==> config.mk <==
export PLATFORM = sky130hd
export DESIGN_NAME = perdma_pair
export DESIGN_NICKNAME = d
export VERILOG_FILES = /design/src/rtl/perdma_pkg.sv /design/src/rtl/perdma_chan.sv /design/src/rtl/perdma_eng.sv /design/src/rtl/perdma_pair.sv
export SDC_FILE = /design/constraint.sdc
export NUM_CORES = 1
export LEC_CHECK = 0
export BUFFER_PORTS_ARGS = -buffer_cell sky130_fd_sc_hd__buf_2
export CAP_MARGIN = 5
export CORE_UTILIZATION = 62
export DETAILED_ROUTE_END_ITERATION = 7
export HOLD_SLACK_MARGIN = 0.06
export PLACE_DENSITY = 0.92
export RECOVER_POWER = 25
export SETUP_SLACK_MARGIN = 0.1
export SKIP_CTS_REPAIR_TIMING = 1
export SYNTH_ARGS = -nofsm -noshare
export SYNTH_HDL_FRONTEND = slang
export SYNTH_SLANG_ARGS = --single-unit
==> constraint.sdc <==
create_clock -name clk -period 4.34 [get_ports clk]
set_clock_uncertainty 0.2 [all_clocks]
set_input_delay 0.868 -clock clk [delete_from_list [all_inputs] [get_ports clk]]
set_output_delay 0.868 -clock clk [all_outputs]
set_load 0.01 [all_outputs]
==> src/rtl/perdma_pkg.sv <==
package perdma_pkg;
    typedef enum logic {
        SEL_RX = 1'b0,
        SEL_TX = 1'b1
    } chan_e;

    localparam int NCHAN   = 2;
    localparam int RX_IDX  = 0;
    localparam int TX_IDX  = 1;
    localparam int FLD_CNT = 1;   // reg_addr[0] = 1 selects count
endpackage

==> src/rtl/perdma_chan.sv <==
module perdma_chan #(
    parameter int AW = 32,
    parameter int CW = 16
) (
    input  logic          clk,
    input  logic          rst_n,
    input  logic          wr_ptr,
    input  logic          wr_cnt,
    input  logic [AW-1:0] wdata,
    input  logic          step,
    output logic [AW-1:0] ptr,
    output logic [CW-1:0] cnt,
    output logic          fin,
    output logic          live
);
    typedef struct packed {
        logic [AW-1:0] ptr;
        logic [CW-1:0] cnt;
        logic          fin;
    } chan_st_t;

    chan_st_t st_d, st_q;

    always_comb begin
        st_d = st_q;
        if (step && st_q.cnt != '0) begin
            st_d.ptr = st_q.ptr + 1'b1;
            st_d.cnt = st_q.cnt - 1'b1;
            if (st_q.cnt == CW'(1)) st_d.fin = 1'b1;
        end
        if (wr_ptr) st_d.ptr = wdata;
        if (wr_cnt) begin
            st_d.cnt = wdata[CW-1:0];
            if (wdata[CW-1:0] != '0) st_d.fin = 1'b0;
        end
    end

    always_ff @(posedge clk or negedge rst_n) begin
        if (!rst_n) st_q <= '0;
        else        st_q <= st_d;
    end

    assign ptr  = st_q.ptr;
    assign cnt  = st_q.cnt;
    assign fin  = st_q.fin;
    assign live = (st_q.cnt != '0);
endmodule

==> src/rtl/perdma_eng.sv <==
module perdma_eng
    import perdma_pkg::*;
#(
    parameter int AW = 32,
    parameter int DW = 8
) (
    input  logic          clk,
    input  logic          rst_n,
    input  logic          rx_want,
    input  logic          tx_want,
    input  logic [AW-1:0] rx_ptr,
    input  logic [AW-1:0] tx_ptr,
    input  logic [DW-1:0] rx_byte,
    input  logic          mem_done,
    output logic          mem_req,
    output logic          mem_we,
    output logic [AW-1:0] mem_addr,
    output logic [DW-1:0] mem_wdata,
    output logic          rx_step,
    output logic          tx_step
);
    typedef struct packed {
        logic          busy;
        chan_e         sel;
        logic [AW-1:0] addr;
        logic [DW-1:0] wdata;
    } eng_st_t;

    eng_st_t st_d, st_q;

    always_comb begin
        st_d = st_q;
        if (!st_q.busy) begin
            if (rx_want) begin
                st_d.busy  = 1'b1;
                st_d.sel   = SEL_RX;
                st_d.addr  = rx_ptr;
                st_d.wdata = rx_byte;
            end else if (tx_want) begin
                st_d.busy  = 1'b1;
                st_d.sel   = SEL_TX;
                st_d.addr  = tx_ptr;
                st_d.wdata = '0;
            end
        end else if (mem_done) begin
            st_d.busy = 1'b0;
        end
    end

    always_ff @(posedge clk or negedge rst_n) begin
        if (!rst_n) st_q <= '{busy: 1'b0, sel: SEL_RX, addr: '0, wdata: '0};
        else        st_q <= st_d;
    end

    assign mem_req   = st_q.busy;
    assign mem_we    = (st_q.sel == SEL_RX);
    assign mem_addr  = st_q.addr;
    assign mem_wdata = st_q.wdata;
    assign rx_step   = st_q.busy && mem_done && (st_q.sel == SEL_RX);
    assign tx_step   = st_q.busy && mem_done && (st_q.sel == SEL_TX);
endmodule

==> src/rtl/perdma_pair.sv <==
module perdma_pair
    import perdma_pkg::*;
#(
    parameter int AW = 32,
    parameter int CW = 16,
    parameter int DW = 8
) (
    input  logic          clk,
    input  logic          rst_n,
    input  logic          reg_we,
    input  logic [1:0]    reg_addr,
    input  logic [AW-1:0] reg_wdata,
    output logic [AW-1:0] reg_rdata,
    input  logic          rx_req,
    input  logic [DW-1:0] rx_data,
    output logic          rx_ack,
    input  logic          tx_req,
    output logic          tx_ack,
    output logic [DW-1:0] tx_data,
    output logic          rx_end,
    output logic          tx_end,
    output logic          mem_req,
    output logic          mem_we,
    output logic [AW-1:0] mem_addr,
    output logic [DW-1:0] mem_wdata,
    input  logic [DW-1:0] mem_rdata,
    input  logic          mem_done
);
    localparam int PADW = AW - CW;

    logic [AW-1:0] ptr_w  [NCHAN];
    logic [CW-1:0] cnt_w  [NCHAN];
    logic          fin_w  [NCHAN];
    logic          live_w [NCHAN];
    logic          step_w [NCHAN];
    logic          req_w  [NCHAN];

    assign req_w[RX_IDX] = rx_req;
    assign req_w[TX_IDX] = tx_req;

    for (genvar c = 0; c < NCHAN; c++) begin : g_chan
        logic hit;
        assign hit = reg_we && (reg_addr[1] == c[0]);
        perdma_chan #(.AW(AW), .CW(CW)) u_chan (
            .clk    (clk),
            .rst_n  (rst_n),
            .wr_ptr (hit && (reg_addr[0] != FLD_CNT[0])),
            .wr_cnt (hit && (reg_addr[0] == FLD_CNT[0])),
            .wdata  (reg_wdata),
            .step   (step_w[c]),
            .ptr    (ptr_w[c]),
            .cnt    (cnt_w[c]),
            .fin    (fin_w[c]),
            .live   (live_w[c])
        );
    end

    perdma_eng #(.AW(AW), .DW(DW)) u_eng (
        .clk       (clk),
        .rst_n     (rst_n),
        .rx_want   (req_w[RX_IDX] && live_w[RX_IDX]),
        .tx_want   (req_w[TX_IDX] && live_w[TX_IDX]),
        .rx_ptr    (ptr_w[RX_IDX]),
        .tx_ptr    (ptr_w[TX_IDX]),
        .rx_byte   (rx_data),
        .mem_done  (mem_done),
        .mem_req   (mem_req),
        .mem_we    (mem_we),
        .mem_addr  (mem_addr),
        .mem_wdata (mem_wdata),
        .rx_step   (step_w[RX_IDX]),
        .tx_step   (step_w[TX_IDX])
    );

    always_comb begin
        if (reg_addr[0] == FLD_CNT[0])
            reg_rdata = {{PADW{1'b0}}, cnt_w[reg_addr[1]]};
        else
            reg_rdata = ptr_w[reg_addr[1]];
    end

    assign rx_ack  = step_w[RX_IDX];
    assign tx_ack  = step_w[TX_IDX];
    assign tx_data = mem_rdata;
    assign rx_end  = fin_w[RX_IDX];
    assign tx_end  = fin_w[TX_IDX];
endmodule

==> flow_summary_export.csv <==
group,metric,value,unit
outcome,outcome,"complete, but fails checks",
route,route.detailed.drc,0,
power,power.switching,0.00166,W
route,drt_iter0_markers,863,
power,power.total,0.00491,W
cts,cts_buffers,17,
floorplan,die-area,14400,sq um
floorplan,fp-row-count,42,
worst_setup_path,worstSetupStartpointType,"input pin",
worst_setup_path,cp.arrival,2.23,ns
power,p_comb_frac,0.252,
yosys,netlist_area,8610,sq um
final_layout,diodes,0,
yosys,syn_avg_cell_area,9.43,sq um
power,seqPwrFrac,0.422,
final_layout,drive_gt1_frac,0.202,
worst_setup_path,cp_num_buf_inv,2,
run,drv_cap,1,
outcome,violations,"max-capacitance violations, max-slew violations",
worst_setup_path,path_class,"in -> out",
timing,min_period,3.30,ns
worst_setup_path,path_common_cell,"buf_2",
worst_setup_path,cpMaxStageDelayCell,"mux4_2",
yosys,async_flop_share,1.00,
final_layout,nets,1024,
worst_setup_path,required,3.27,ns
cts,clk_pin_slew,0.05,ns
power,p_leak,3.90,nW
route,routed_wl,24500,um
placement,gp_congestion,0.979,
route,vias_per_cell,6.66,
global_routing,overflow,0,
global_routing,grtUsageTotal,0.356,
cts,htreeDepth,4,
placement,dp_hpwl,16800,um
yosys,synth-edff-count,0,
timing,fin_setup_tns,0,ns
worst_setup_path,crit_family,"buffers and inverters",
yosys,ys_seq_area_frac,0.407,
timing,period_share,0.761,
power,vdd_drop_max,0.328,mV
worst_setup_path,cp_cell_sequence,"buf_2, mux4_2, buf_2",
worst_setup_path,worst_r2r_path_depth,7,
route,vias,7658,
yosys,ys_warn_count,0,
floorplan,chipHeight,120,um
global_routing,grt_start_max_net_pins,97,
timing,drv_slew,96,
timing,hold_violations,0,
timing,max_freq,0.303,GHz
yosys,synthCells,913,
floorplan,start_util,0.642,
power,p_sw_frac,0.339,
timing,setup_violations,0,
yosys,ys_ff_latch,140,
worst_setup_path,path_depth,3,
worst_setup_path,worst_setup_path_end_kind,"primary output",
route,ant_nets,0,
final_layout,fillers,960,
cts,cts_max_path_buffers,2,
yosys,synth_nets,977,
final_layout,area_growth,11.3,%
timing,rsz0062_at_grt,"false",
cts,insertion_delay,0.43,ns
min_path,hold_class,"reg -> reg",
power,power_frac_clock,0.326,
route,wl_per_cell,21.3,um
min_path,whs_path_depth,1,
route,firstDrtPassIters,5,
timing,slew_headroom,-0.611,
timing,worstMarginPinSlew,2.42,ns
yosys,ys.flop_type,"dfrtp_1",
worst_setup_path,slowest_delay,0.60,ns
cts,root_buffer,"clkbuf_16",
timing,fin_hold_ws,0.294,ns
power,power.internal,0.00324,W
floorplan,core_area,13400,sq um
placement,dpl_cell_area,8940,sq um
placement,port_buffers,125,
floorplan,top_level_ports,142,
global_routing,antenna_found_initial,0,
yosys,synthDistinctLibCells,47,
worst_setup_path,critical_path.max_fanout,21,
floorplan,die_w,120,um
power,power_density,512,nW/um^2
cts,cts_sinks,140,
final_layout,fin_area,9580,sq um
global_routing,grt_pass1_vias,7259,
global_routing,grt_pass1_wl,39000,um
cts,cts_tree,"yes",
final_layout,final_util,0.715,
-- worst paths after layout --
check	start	to	slack (ns)
worst max-delay path	reg_addr[1]	reg_rdata[14]	1.04
max in group asynchronous	rst_n	g_chan[0].u_chan.cnt[7]	1.58
min in group asynchronous	rst_n	u_eng.mem_addr[29]	0.98
worst min-delay path	u_eng.mem_wdata[5]	u_eng.mem_wdata[5]	0.29
worst min register to register	u_eng.mem_wdata[5]	u_eng.mem_wdata[5]	0.29
worst max register to register	g_chan[1].u_chan.cnt[0]	u_eng.mem_addr[14]	1.12
-- per-stage QoR --
step / cells / setup WS (ns)
after floorplan: 913 / 1.06
after global placement: 1117 / 1.09
after detailed placement: 1117 / 1.06
after CTS: 1149 / 1.04
after global routing: 1149 / 0.991
final: 1149 / 1.04
-- kinds of logic after synthesis --
logic type	synth area share
simple gates	0.236
buf+inv	0.0797
xor+xnor	0.0885
compound gates	0.114
flops	0.407
mux	0.0628
fa+ha+maj	0.0116
-- placed cells by master (no fill, tap or decap), types with 4 or more instances in the layout --
cell type	synthesis	routed
mux2i_1	18	18
nor3b_1	6	5
and4_1	12	12
mux4_2	16	16
dfrtp_1	140	140
nor4b_1	15	15
a21oi_1	23	23
a221o_1	32	32
a31oi_1	4	4
bufinv_16	0	5
nor4_1	45	45
and2_1	35	35
buf_2	8	124
ha_1	8	8
nand4_1	25	25
nand3_1	28	28
a22o_1	8	8
o21ai_1	14	14
and3_1	10	10
o21ai_0	66	66
inv_1	8	8
clkinv_2	0	4
nor3_1	19	19
or4_1	4	4
or3_1	7	7
nand2_1	101	101
xnor2_1	76	76
nor2_1	52	51
buf_4	48	10
xor2_1	11	11
clkbuf_16	0	17
-- sequential cells by signal (all words and copies together) (netlist names) --
| signal | flops |
|---|---|
| g_chan.u_chan.ptr | 64 |
| g_chan.u_chan.cnt | 32 |
| u_eng.mem_addr | 32 |
| u_eng.mem_wdata | 8 |
| g_chan.u_chan.fin | 2 |
| u_eng.mem_req | 1 |
| u_eng.st_q | 1 |
-- power groups by stage --
stage,Clock [W],Combinational [W],Sequential [W]
after floorplan,0,0.00101,0.00188
after global placement,0,0.00117,0.00206
after detailed placement,0,0.00122,0.00206
after CTS,0.00160,0.00123,0.00205
after global routing,0.00165,0.00135,0.00210
final,0.00160,0.00124,0.00207
-- per-layer routing --
layer	vias up	part of all wire	GRT usage
met5	-	0	0
met4	0	0.039	0.168
met3	90	0.11	0.0727
met2	538	0.47	0.556
met1	3659	0.38	0.477
li1	3371	-	-
-- final cells by class --
| cell class | count | area (sq um) | share of cell area |
|---|---|---|---|
| Inverter | 9 | 33.8 | 0.00353 |
| Clock inverter | 12 | 194 | 0.0202 |
| Tap cell | 176 | 220 | 0.0230 |
| Timing Repair Buffer | 137 | 741 | 0.0773 |
| Multi-Input combinational cell | 655 | 4440 | 0.464 |
| Sequential cell | 140 | 3500 | 0.366 |
| Clock buffer | 20 | 447 | 0.0466 |
-- cells in the mapped netlist, types with 4 or more instances --
master | number | area (sq um)
and2_1 | 35 | 219
nor3b_1 | 6 | 45.0
nor4b_1 | 15 | 131
nand3_1 | 28 | 140
mux2i_1 | 18 | 180
inv_1 | 8 | 30.0
buf_2 | 8 | 40.0
buf_1 | 4 | 15.0
ha_1 | 8 | 100
xnor2_1 | 76 | 666
nand4_1 | 25 | 156
xor2_1 | 11 | 96.3
or3_1 | 7 | 43.8
a21oi_1 | 23 | 115
o21ai_0 | 66 | 330
buf_6 | 7 | 78.8
a22o_1 | 8 | 70.1
buf_4 | 48 | 360
and4_1 | 12 | 105
or4_1 | 4 | 30.0
mux4_2 | 16 | 360
nor3_1 | 19 | 95.1
nor2_1 | 52 | 195
nand2_1 | 101 | 379
clkbuf_1 | 42 | 158
and3_1 | 10 | 62.6
a221o_1 | 32 | 320
o21ai_1 | 14 | 70.1
dfrtp_1 | 140 | 3500
a31oi_1 | 4 | 25.0
nor4_1 | 45 | 282
Power figures use the tool's default switching activity.
